$ cat src/rtl/supply_prio_pkg.sv
package supply_prio_pkg;

  // Switchover sequencer states
  typedef enum logic [1:0] {
    SW_IDLE  = 2'd0,  // no gate on, waiting for a candidate
    SW_MAKE  = 2'd1,  // candidate chosen, waiting for reverse-blocking latch
    SW_ON    = 2'd2,  // candidate gate driven
    SW_BREAK = 2'd3   // gate dropped, waiting for gate-off latch
  } sw_state_e;

endpackage

$ cat src/rtl/spc_qual_timer.sv
module spc_qual_timer #(
  parameter int unsigned TICK_DIV   = 16,
  parameter int unsigned QUAL_TICKS = 256
) (
  input  logic clk,
  input  logic rst_n,
  input  logic in_win_i,
  output logic valid_o
);

  localparam int unsigned DIV_W  = (TICK_DIV > 1) ? $clog2(TICK_DIV) : 1;
  localparam int unsigned TICK_W = $clog2(QUAL_TICKS + 1);
  localparam logic [DIV_W-1:0]  DIV_LAST  = DIV_W'(TICK_DIV - 1);
  localparam logic [TICK_W-1:0] TICK_LAST = TICK_W'(QUAL_TICKS - 1);

  logic [DIV_W-1:0]  sub_q,  sub_d;
  logic [TICK_W-1:0] tick_q, tick_d;
  logic              valid_q, valid_d;

  // next-state
  always_comb begin
    sub_d   = sub_q;
    tick_d  = tick_q;
    valid_d = valid_q;
    if (!in_win_i) begin
      sub_d   = '0;
      tick_d  = '0;
      valid_d = 1'b0;
    end else if (!valid_q) begin
      if (sub_q == DIV_LAST) begin
        sub_d = '0;
        if (tick_q == TICK_LAST) begin
          valid_d = 1'b1;
        end else begin
          tick_d = tick_q + 1'b1;
        end
      end else begin
        sub_d = sub_q + 1'b1;
      end
    end
  end

  // registers
  always_ff @(posedge clk or negedge rst_n) begin
    if (!rst_n) begin
      sub_q   <= '0;
      tick_q  <= '0;
      valid_q <= 1'b0;
    end else begin
      sub_q   <= sub_d;
      tick_q  <= tick_d;
      valid_q <= valid_d;
    end
  end

  assign valid_o = valid_q;

  // any excursion removes validity at the next edge
  a_r2_excursion_drops: assert property (@(posedge clk) disable iff (!rst_n)
    !in_win_i |=> !valid_o);

  // validity only rises after an in-window sample
  a_r2_rise_needs_window: assert property (@(posedge clk) disable iff (!rst_n)
    $rose(valid_o) |-> $past(in_win_i));

endmodule

$ cat src/rtl/spc_hs_latch.sv
module spc_hs_latch (
  input  logic clk,
  input  logic rst_n,
  input  logic gate_i,     // channel gate currently driven
  input  logic arming_i,   // channel currently being connected
  input  logic off_cmp_i,
  input  logic rev_cmp_i,
  output logic off_lat_o,
  output logic rev_lat_o
);

  logic off_q, off_d;
  logic rev_q, rev_d;

  always_comb begin
    off_d = gate_i ? 1'b0 : (off_q | off_cmp_i);
    rev_d = (gate_i | arming_i) ? (rev_q | rev_cmp_i) : 1'b0;
  end

  always_ff @(posedge clk or negedge rst_n) begin
    if (!rst_n) begin
      off_q <= 1'b1;   // every gate starts off
      rev_q <= 1'b0;
    end else begin
      off_q <= off_d;
      rev_q <= rev_d;
    end
  end

  assign off_lat_o = off_q;
  assign rev_lat_o = rev_q;

  // the off latch is cleared after a cycle with the gate on
  a_r6_off_clears_on: assert property (@(posedge clk) disable iff (!rst_n)
    gate_i |=> !off_lat_o);

  // the reverse latch is cleared once the channel is idle
  a_r7_rev_clears_off: assert property (@(posedge clk) disable iff (!rst_n)
    !(gate_i || arming_i) |=> !rev_lat_o);

endmodule

$ cat src/rtl/spc_switch_fsm.sv
module spc_switch_fsm
  import supply_prio_pkg::*;
#(
  parameter int unsigned NCH = 3
) (
  input  logic           clk,
  input  logic           rst_n,
  input  logic           allow_i,
  input  logic [NCH-1:0] valid_i,
  input  logic [NCH-1:0] off_lat_i,
  input  logic [NCH-1:0] rev_lat_i,
  output logic [NCH-1:0] gate_o,
  output logic [NCH-1:0] arming_o
);

  localparam int unsigned CH_W = (NCH > 1) ? $clog2(NCH) : 1;

  sw_state_e        state_q, state_d;
  logic [CH_W-1:0]  cur_q, cur_d;
  logic [CH_W-1:0]  best;
  logic             best_vld;
  logic [NCH-1:0]   cur_oh;

  // fixed-rank selection: lowest index wins
  always_comb begin
    best     = '0;
    best_vld = 1'b0;
    for (int i = NCH - 1; i >= 0; i--) begin
      if (valid_i[i]) begin
        best     = CH_W'(i);
        best_vld = 1'b1;
      end
    end
  end

  // next-state
  always_comb begin
    state_d = state_q;
    cur_d   = cur_q;
    unique case (state_q)
      SW_IDLE: begin
        if (allow_i && best_vld) begin
          state_d = SW_MAKE;
          cur_d   = best;
        end
      end
      SW_MAKE: begin
        if (!allow_i || !valid_i[cur_q] || (best != cur_q)) begin
          state_d = SW_IDLE;
        end else if (rev_lat_i[cur_q]) begin
          state_d = SW_ON;
        end
      end
      SW_ON: begin
        if (!allow_i || !valid_i[cur_q] || (best != cur_q)) begin
          state_d = SW_BREAK;
        end
      end
      SW_BREAK: begin
        if (off_lat_i[cur_q]) begin
          state_d = SW_IDLE;
        end
      end
      default: state_d = SW_IDLE;
    endcase
  end

  // registers
  always_ff @(posedge clk or negedge rst_n) begin
    if (!rst_n) begin
      state_q <= SW_IDLE;
      cur_q   <= '0;
    end else begin
      state_q <= state_d;
      cur_q   <= cur_d;
    end
  end

  assign cur_oh   = NCH'(1) << cur_q;
  assign gate_o   = (state_q == SW_ON)   ? cur_oh : '0;
  assign arming_o = (state_q == SW_MAKE) ? cur_oh : '0;

  // the sequencer holds in break until the off latch is seen
  a_r6_break_holds: assert property (@(posedge clk) disable iff (!rst_n)
    (state_q == SW_BREAK && !off_lat_i[cur_q]) |=> (gate_o == '0));

  // no gate while the reverse-blocking latch is missing
  a_r7_make_holds: assert property (@(posedge clk) disable iff (!rst_n)
    (state_q == SW_MAKE && !rev_lat_i[cur_q]) |=> (gate_o == '0));

endmodule

$ cat src/rtl/supply_prio_ctrl.sv
module supply_prio_ctrl #(
  parameter int unsigned NCH        = 3,
  parameter int unsigned TICK_DIV   = 16,
  parameter int unsigned QUAL_TICKS = 256
) (
  input  logic           clk,
  input  logic           rst_n,
  input  logic           en_i,
  input  logic           shdn_n_i,
  input  logic [NCH-1:0] uv_ok_i,
  input  logic [NCH-1:0] ov_ok_i,
  input  logic [NCH-1:0] gate_off_i,
  input  logic [NCH-1:0] rev_ok_i,
  output logic [NCH-1:0] gate_en_o,
  output logic [NCH-1:0] valid_n_o
);

  logic [NCH-1:0] in_win;
  logic [NCH-1:0] valid;
  logic [NCH-1:0] off_lat;
  logic [NCH-1:0] rev_lat;
  logic [NCH-1:0] gate;
  logic [NCH-1:0] arming;
  logic           allow;

  assign allow  = en_i & shdn_n_i;
  assign in_win = uv_ok_i & ov_ok_i & {NCH{shdn_n_i}};

  for (genvar g = 0; g < NCH; g++) begin : g_ch
    spc_qual_timer #(
      .TICK_DIV   (TICK_DIV),
      .QUAL_TICKS (QUAL_TICKS)
    ) u_qual (
      .clk      (clk),
      .rst_n    (rst_n),
      .in_win_i (in_win[g]),
      .valid_o  (valid[g])
    );

    spc_hs_latch u_hs (
      .clk       (clk),
      .rst_n     (rst_n),
      .gate_i    (gate[g]),
      .arming_i  (arming[g]),
      .off_cmp_i (gate_off_i[g]),
      .rev_cmp_i (rev_ok_i[g]),
      .off_lat_o (off_lat[g]),
      .rev_lat_o (rev_lat[g])
    );
  end

  spc_switch_fsm #(
    .NCH (NCH)
  ) u_fsm (
    .clk       (clk),
    .rst_n     (rst_n),
    .allow_i   (allow),
    .valid_i   (valid),
    .off_lat_i (off_lat),
    .rev_lat_i (rev_lat),
    .gate_o    (gate),
    .arming_o  (arming)
  );

  assign gate_en_o = gate;
  assign valid_n_o = ~valid;

  // never two gates at once
  a_r10_gate_onehot: assert property (@(posedge clk) disable iff (!rst_n)
    $onehot0(gate_en_o));

  // a driven gate is followed by the same gate or by none
  a_r10_break_gap: assert property (@(posedge clk) disable iff (!rst_n)
    (gate_en_o != '0) |=> ((gate_en_o == '0) || $stable(gate_en_o)));

  // enable low removes every gate on the next edge
  a_r8_enable_off: assert property (@(posedge clk) disable iff (!rst_n)
    !en_i |=> (gate_en_o == '0));

  // shutdown clears every validity on the next edge
  a_r9_shutdown_clears: assert property (@(posedge clk) disable iff (!rst_n)
    !shdn_n_i |=> ((valid_n_o == '1) && (gate_en_o == '0)));

endmodule

$ cat config.mk
export PLATFORM = sky130hd
export DESIGN_NAME = supply_prio_ctrl
export DESIGN_NICKNAME = d
export VERILOG_FILES = /design/src/rtl/supply_prio_pkg.sv /design/src/rtl/spc_qual_timer.sv /design/src/rtl/spc_hs_latch.sv /design/src/rtl/spc_switch_fsm.sv /design/src/rtl/supply_prio_ctrl.sv
export SDC_FILE = /design/constraint.sdc
export NUM_CORES = 1
export LEC_CHECK = 0
export ABC_CLOCK_PERIOD_IN_PS = 2100
export BUFFER_PORTS_ARGS = -buffer_cell sky130_fd_sc_hd__buf_2
export CELL_PAD_IN_SITES_DETAIL_PLACEMENT = 2
export CELL_PAD_IN_SITES_GLOBAL_PLACEMENT = 2
export CORE_ASPECT_RATIO = 1.5
export CORE_MARGIN = 2
export CORE_UTILIZATION = 34
export CTS_BUF_LIST = sky130_fd_sc_hd__clkbuf_16
export CTS_CLUSTER_DIAMETER = 60
export DETAILED_ROUTE_END_ITERATION = 7
export PLACE_DENSITY_LB_ADDON = 0.2
export SKIP_LAST_GASP = 1
export SYNTH_ARGS = -nofsm -noshare
export SYNTH_HDL_FRONTEND = slang
export SYNTH_SLANG_ARGS = --single-unit
$ cat constraint.sdc
create_clock -name clk -period 2.1 [get_ports clk]
set_input_delay 0.105 -clock clk [delete_from_list [all_inputs] [get_ports clk]]
set_output_delay 0.105 -clock clk [all_outputs]
set_load 0.03 [all_outputs]
-- Word-level counts from Yosys, hierarchy flattened
Index checks and enable logic that the tools add are counted.
- register bits: 52
- output and inout port bits: 6
- word-level logic and storage cells: 131
- muxes and demuxes: 59
- bitwise logic cells: 13
- reductions and logical operators: 11
- eq/ne operators: 23
- shift-type cells: 1
- magnitude comparators: 1
- add/subtract/negate cells: 6
- operators by type and width (kind ; count):
    $mux 9 ; 12
    $mux 4 ; 9
    $add 9x1->9 const B ; 3
    $eq 9x8->1 const B ; 3
    $mux 1 ; 24
    $mux 2 ; 8
    $add 4x1->4 const B ; 3
    $eq 4x4->1 const B ; 3
    $ne 2x1->1 const B ; 6
    $ne 2x2->1 const B ; 6
    $or 1x1->1 ; 9
    $reduce_and 3->1 ; 3
    $pmux 2 s4 ; 1
    $and 3x3->3 ; 2
    $bmux 1 s2 ; 3
    $mux 3 ; 2
    $eq 2x2->1 const B ; 2
    $reduce_and 4->1 ; 1
    $lt 2x3->1 const B ; 1
    $ne 3x1->1 const B ; 1
    $not 3->3 ; 1
    $shl 1x2->3 const A ; 1
    $eq 2x1->1 const B ; 1
    $logic_not 1->1 ; 2
    other kinds (6) ; 7

-- Longest topological paths before layout
Gate-level depths: netlist of run 1.
- depth after elaboration: 7
- depth in mapped cells: 9
- depth with buffers taken out: 8

-- Modules after synthesis
From an unflattened synthesis of run 1, not the netlist that was laid out.
- cells, all modules: 288
- area total of the unflattened synthesis: 2864.0 um^2
- modules (own cells, without submodules) (module ; instances ; sequential area each (um^2) ; cells each ; area each (um^2)):
    spc_qual_timer (g_ch[0].u_qual ...) ; 2 ; 350.3 ; 75 ; 752.0
    spc_qual_timer (g_ch[1].u_qual) ; 1 ; 350.3 ; 78 ; 748.2
    spc_switch_fsm ; 1 ; 100.1 ; 41 ; 364.1
    spc_hs_latch ; 3 ; 51.3 ; 4 ; 70.1
    supply_prio_ctrl ; 1 ; 0.0 ; 7 ; 37.5

-- Worst setup path before layout of run 1
Ideal clock, no wire load.
- path kind: reg-to-reg
- from: register g_ch[0].u_qual.tick_q[2]
- to: register g_ch[0].u_qual.tick_q[3]
- slack: 119 ps
- data arrival time: 1850 ps
- clock period less this slack: 1981 ps
- cell stages (with the launch flop): 9
- path through: dfrtp_1 and3_1 and3_1 and3_1 ha_1 nor3b_4 nand4_1 xor2_1 nor2_1
- longest elaborated chain between the ends: 5
- ends and longest elaborated chain (what ; RTL line ; RTL):
    from (decl) ; spc_qual_timer.sv:17 ; logic [TICK_W-1:0] tick_q, tick_d;
    from (signal assigned) ; spc_qual_timer.sv:51 ; tick_q <= tick_d;
    $add 9x1->9 ; spc_qual_timer.sv:35 ; tick_d = tick_q + 1'b1;
    $mux 9 ; spc_qual_timer.sv:32 ; if (tick_q == TICK_LAST) begin
    $mux 9 ; spc_qual_timer.sv:30 ; if (sub_q == DIV_LAST) begin
    $mux 9 ; spc_qual_timer.sv:29 ; end else if (!valid_q) begin
    $mux 9 ; spc_qual_timer.sv:25 ; if (!in_win_i) begin
Several ways; a longest one is shown, not always the timed one. The select of a mux whose other input is x is not followed.
A chain may end at the register's enable or synchronous reset.

-- Worst setup path after layout of run 1
- from: register g_ch[1].u_qual.tick_q[3]
- to: register g_ch[1].u_qual.tick_q[8]
- longest elaborated chain between the ends: 5
- ends and longest elaborated chain (what ; RTL line):
    from (decl) ; spc_qual_timer.sv:17
    from (signal assigned) ; spc_qual_timer.sv:51
    $add 9x1->9 ; spc_qual_timer.sv:35
    $mux 9 ; spc_qual_timer.sv:32
    $mux 9 ; spc_qual_timer.sv:30
    $mux 9 ; spc_qual_timer.sv:29
    $mux 9 ; spc_qual_timer.sv:25
Several ways; a longest one is shown, not always the timed one. The select of a mux whose other input is x is not followed.

==> results.md, run 1 <==
* Outcome: finished clean
* Total track usage at 16.9%
* Final critical-path share of the clock period at about 96%
* Die area at between 8000 and 9000 um2
* Antenna violations before repair at 0
* Switching share of power at between 20 and 25%
* Ys async rst share at 100%
* Area growth, synth to finish at 24.7%
* Post-route total power at 1.88 mW
* Pins Over Slew Limit at 0
* Antenna-violating nets left at 0
* Syn Inst Count at between 200 and 300
* Worst slack at placement at -0.0227 ns
* Final setup viols at 0
* Comb power frac at 4.0%
* Commonest cells after routing, fill and taps aside: nor2_1, dfrtp_1, buf_4
* Ys flop type: dfrtp_1
* Post-Route Setup TNS at 0 ns
* Layout cells sized above 1 at approximately a quarter
* Hpwl dp at 4660 um
* Mean post-synth cell area at ~10 um2
* Die height at around 110 um
* Fillcell total at 839
* Max Freq at 496 MHz
* MaxCap Viol Count at 0
* Leak Pwr at between 1 and 1.5 nW
* Part of the power in registers at 54.0%
* Ports at 22
* Row count at 39
* Kind of critical path: reg2reg
* Clock sink total at 52
* Final-stage net count at between 300 and 400
* RePlAce Congestion at 0.775
* PwrDens at 574 nW/um2
* Startpoint Class: register
* Initial Util at 34.7%
* Port Buf Inserts at 21
* Pin count of the biggest net entering global routing at 23
* FF+latch count, synth at 52
* Fin Hold WS at 0.0346 ns
* Gr ovfl total at 0
* Iter 0 DRT Violations at 58
* Initial DRT Pass Iterations at 4
* Pint at 1.46 mW
* Crit end category: register
* Mapped cell area at about 2600 um2
* Diode count at 0
* Relative slew slack at around 55%
* Clock power frac at 42.1%
* Seq/Total Area, Yosys at 49.7%
* Clock Skew at about 0.0032 ns
* Number of flops mapped to enable cells by yosys at 0
* H-tree Lvls at 2
* Vias in the first global route at around 2300
* Clock period minus worst slack at 2.02 ns
* Post-Layout Cell Count at 416
* CTS buffer count at 5
* Final WS setup at 0.0842 ns
* Fin. Hold Viols at 0
* Placed cells at 392
* Worst Path Arrival at 2.20 ns
* WP data required at 2.28 ns
* Max VDD drop at 0.000285 V
* Pin slew with the least headroom to its limit at 0.675 ns
* Remaining DRCs at 0
* Drt wl/cell at 15.7 um
* Library cells used by synthesis at 37
* Avg Vias per Cell at a little over 5
* Die Width at 75.7 um
* Commonest non-fill, non-tap cell in the layout: nor2_1
* RSZ-0062 raised after global routing: true
* Core area at 7560 um2
* Worst skew pair latency at 0.29 ns
* DR vias at 2121
* Detailed Route WL at 6520 um
* CTS max path bufs at 2
* CTS root buffer: clkbuf_16
* Synth warn at 0
* CTS tree: done
* CTS clk-pin slew, worst paths at 0.07 ns
* First-pass GRT wire length at 11000 um
* Critical path fanouts, max at 6
* Hold Path Class: in2reg
* Net Count, Synth at 288
* Switching power at 417 uW
cells in the mapped netlist, types with 2 or more instances:
master | count | area share (%)
dfstp_2 | 3 | 3.0
nor3_1 | 7 | 1.3
nor3b_4 | 2 | 1.4
nand2_1 | 11 | 1.6
and3_1 | 11 | 2.6
xnor2_1 | 7 | 2.3
buf_4 | 6 | 1.7
and3_4 | 2 | 0.86
or3_1 | 2 | 0.48
dfrtp_1 | 49 | 47
o2111ai_1 | 2 | 0.67
o21ai_0 | 6 | 1.1
nor2_1 | 55 | 7.9
a31oi_1 | 2 | 0.48
a21oi_1 | 13 | 2.5
nor2b_1 | 4 | 0.95
ha_1 | 9 | 4.3
nand4_1 | 12 | 2.9
inv_1 | 8 | 1.1
a211oi_1 | 3 | 0.86
clkbuf_1 | 4 | 0.57
nand3_1 | 4 | 0.76
xor2_1 | 18 | 6.0
a21o_1 | 3 | 0.86
mux2i_1 | 8 | 3.1
worst max-delay path, stage by stage (launching register included):
cell and delay, ns:
dfrtp_1 0.38, and3_4 0.19, and3_4 0.18, and3_4 0.18
ha_4 0.16, nor3b_4 0.22, buf_12 0.14, buf_6 0.10
buf_4 0.10, nor2_1 0.03, a211oi_1 0.22
per-stage QoR:
step                instance area (um2)  utilization [%]
CTS                                3110             41.2
floorplan                          2630                -
global route                       3270             43.3
detailed placement                 2930             38.7
global placement                   2930             38.7
finish                             3270             43.3
area by class of cell:
type / instances / area (um2) / area share, %
Sequential cell: 52 / 1310 / 39.9
Multi-Input combinational cell: 191 / 1280 / 39.1
Timing Repair Buffer: 55 / 394 / 12.0
Tap cell: 102 / 128 / 3.90
Clock buffer: 5 / 125 / 3.82
Inverter: 8 / 30.0 / 0.917
Clock inverter: 3 / 11.3 / 0.344
power groups by stage:
| stage | clock network (mW) | logic [mW] | registers [mW] |
|---|---|---|---|
| 3_3_place_gp | 0 | 0.0751 | 1.03 |
| 3_5_place_dp | 0 | 0.0765 | 1.03 |
| 5_1_grt | 0.857 | 0.0872 | 1.01 |
| 2_1_floorplan | 0 | 0.0279 | 1.03 |
| 6_report | 0.791 | 0.0744 | 1.01 |
| 4_1_cts | 0.819 | 0.0786 | 1.01 |
final timing paths:
kind	to	from	slack [ns]	depth (start not counted)
min	g_ch[0].u_hs.off_lat_o$_DFF_PN1_	gate_off_i[0]	0.03	3
max	g_ch[1].u_qual.tick_q[8]$_DFFE_PN0P_	g_ch[1].u_qual.tick_q[3]$_DFFE_PN0P_	0.08	10
min in group asynchronous	g_ch[0].u_hs.rev_lat_o$_DFF_PN0_	rst_n	0.29	2
max reg2reg	g_ch[1].u_qual.tick_q[8]$_DFFE_PN0P_	g_ch[1].u_qual.tick_q[3]$_DFFE_PN0P_	0.08	10
min reg2reg	g_ch[0].u_hs.off_lat_o$_DFF_PN1_	g_ch[0].u_hs.off_lat_o$_DFF_PN1_	0.51	2
max in group asynchronous	g_ch[1].u_qual.sub_q[1]$_DFFE_PN0P_	rst_n	1.17	3
state kept, by name, indices dropped and copies added (netlist names), named ones only:
name and count:
g_ch.u_qual.tick_q 27, g_ch.u_qual.sub_q 12, g_ch.u_hs.off_lat_o 3, g_ch.u_hs.rev_lat_o 3, g_ch.u_qual.valid_o 3, u_fsm.cur_q 2, u_fsm.state_q 1
routing by layer:
layer	vias to the layer above	global-route usage, %	part of all wire [%]
li1	1003	-	-
met2	21	29.7	56
met1	1090	20.2	41
met3	7	1.99	1.6
met5	-	0	0
met4	0	6.32	1.3
kinds of logic after synthesis:
kind of cell / after synthesis / share of synthesized area [%]
compound gates: 34 / 8.15
flops: 52 / 49.7
buf+inv: 20 / 4.05
simple gates: 114 / 22.0
xor+xnor: 25 / 8.34
mux: 9 / 3.48
fa+ha+maj: 9 / 4.29
what timing repair did:
item                                    4_1_cts  5_1_grt
buffers inserted                              3       11
hold buffers                                  1        0
pin swaps                                     4       13
cloned                                        0        1
endpoints found under the setup margin        5       17
resized for setup                             4       19
endpoints found under the hold margin        11        0
No activity file was read; power rests on OpenSTA's default activity.
==> run 2, diff against run 1 <==
--- a/config.mk
+++ b/config.mk
@@ -15,6 +15,7 @@
 export CTS_BUF_LIST = sky130_fd_sc_hd__clkbuf_16
 export CTS_CLUSTER_DIAMETER = 60
 export DETAILED_ROUTE_END_ITERATION = 7
+export GPL_TIMING_DRIVEN = 0
 export PLACE_DENSITY_LB_ADDON = 0.2
 export SKIP_LAST_GASP = 1
 export SYNTH_ARGS = -nofsm -noshare
==> results.md, run 2 (synthesis gave the netlist of run 1 again) <==
* Outcome: finished clean
* Leak Pwr at roughly 1.4 nW
* Final WS setup at 0.0480 ns
* CTS buffer count at 5
* Biggest register: g_ch.u_qual.tick_q
* Max VDD drop at about 0.00037 V
* Drt wl/cell at 15.3 um
* Detailed Route WL at approximately 6400 um
* First-pass GRT wire length at ~11000 um
* Fin. Hold Viols at 0
* Total track usage at roughly 16%
* Die height at roughly 110 um
* Post-Layout Cell Count at 416
* Clock Skew at roughly 0.0058 ns
* Placed cells at 386
* Relative slew slack at 68.1%
* Critical path fanouts, max at 4
* Commonest non-fill, non-tap cell in the layout: nor2_1
* Diode count at 0
* Clock period minus worst slack at 2.05 ns
* Antenna violations before repair at 0
* Max FFs per register at 27
* Max Freq at ~500 MHz
* RePlAce Congestion at roughly 0.7
* Remaining DRCs at 0
* Worst Path Arrival at 2.23 ns
* Ports at 22
* FF/Latch Area at about 1300 um2
* Kind of critical path: reg2reg
* Gr ovfl total at 0
* Avg Vias per Cell at a little under 5
* Vias in the first global route at between 2000 and 2500
* Initial Util at 34.7%
* Worst skew pair latency at 0.29 ns
* PwrDens at 577 nW/um2
* CTS tree: done
* Fin Hold WS at 0.0275 ns
* Hpwl dp at between 4000 and 5000 um
* Final-stage net count at 338
* Die Width at 75.7 um
* Commonest cells after routing, fill and taps aside: nor2_1, dfrtp_1, buf_2
* Pin slew with the least headroom to its limit at ~0.48 ns
* Port Buf Inserts at 21
* Layout cells sized above 1 at 23.2%
* Die area at 8450 um2
* Area growth, synth to finish at 24.5%
* Multi-input gate area at 1270 um2
* Hold Path Class: in2reg
* Startpoint Class: register
* Iter 0 DRT Violations at 48
* Core area at about 7600 um2
* Crit end category: register
* RSZ-0062 raised after global routing: true
* Biggest regs: g_ch.u_qual.tick_q x27, g_ch.u_qual.sub_q x12
* Fillcell total at 833
* Antenna-violating nets left at 0
* Area after DPL at 2860 um2
* H-tree Lvls at 2
* Final critical-path share of the clock period at 97.7%
* Pins Over Slew Limit at 0
* Worst slack at placement at -0.183 ns
* Row count at 39
* CTS max path bufs at 2
* Pin count of the biggest net entering global routing at 53
* CTS root buffer: clkbuf_16
* Final setup viols at 0
* WP data required at approximately 2.3 ns
* Initial DRT Pass Iterations at 4
* DR vias at 2069
* Final instance area at 3270 um2
* CTS clk-pin slew, worst paths at roughly 0.070 ns
* MaxCap Viol Count at 0
* Clock sink total at 52
run 2: cell types whose count changed in the layout (fill, tap and decap cells not counted), sizes merged:
cell and change:
clkbuf +5, buf -5
run 2: path summary, 6_finish.rpt:
path	start	end	slack (ns)	cells after the start
setup reg to reg	g_ch[1].u_qual.tick_q[2]$_DFFE_PN0P_	g_ch[1].u_qual.tick_q[4]$_DFFE_PN0P_	0.05	9
hold / removal	gate_off_i[1]	g_ch[1].u_hs.off_lat_o$_DFF_PN1_	0.03	3
min in group asynchronous	rst_n	g_ch[0].u_qual.tick_q[6]$_DFFE_PN0P_	0.25	2
hold reg to reg	g_ch[0].u_hs.off_lat_o$_DFF_PN1_	g_ch[0].u_hs.off_lat_o$_DFF_PN1_	0.50	2
max in group asynchronous	rst_n	g_ch[2].u_hs.off_lat_o$_DFF_PN1_	1.26	3
setup / recovery	g_ch[1].u_qual.tick_q[2]$_DFFE_PN0P_	g_ch[1].u_qual.tick_q[4]$_DFFE_PN0P_	0.05	9
run 2: metal layers:
metal,GRT usage (%),wire length (um),vias to the layer above
li1,-,-,1001
met1,19.8,2680,1044
met2,28.2,3460,19
met3,3.35,120,5
met4,5.26,95,0
met5,0,0,-
run 2: what timing repair did:
action                                 4_1_cts  5_1_grt
buffers inserted                            10        8
endpoints found under the hold margin        0       13
setup endpoints to repair                   22       19
pin swaps                                    5       11
hold buffers                                 0        1
resized for setup                            4       11
gates cloned                                 0        2
run 2: through the flow:
step / TNS, ns / util (%) / power, mW
after floorplan: 0 / - / 1.06
after global placement: -1.14 / 37.8 / 1.11
after detailed placement: -1.78 / 37.8 / 1.11
after CTS: -0.0209 / 40.9 / 1.91
after global routing: -0.147 / 43.2 / 1.97
final: 0 / 43.2 / 1.89
run 2: area by class of cell:
cell class                 instances  area share [%]
buffer                            12            2.45
clock buffer                       5            3.83
clock inverter                     3           0.345
inverter                           8           0.919
multi-input combinational        191            38.9
sequential                        52            39.9
tap                              102            3.91
timing repair buffer              43            9.69
run 2: worst max-delay path: stages, from the launching register on:
cell	delay, ns
dfrtp_1	0.38
and3_4	0.19
and3_4	0.18
and3_4	0.19
ha_4	0.16
nor3b_4	0.30
clkbuf_16	0.21
nand4_1	0.11
xor2_1	0.15
nor2_1	0.06
run 2: power breakdown:
| part | internal (mW) | switching (mW) |
|---|---|---|
| Sequential | 1.01 | 0.00625 |
| Combinational | 0.0266 | 0.0513 |
| Clock | 0.430 | 0.364 |
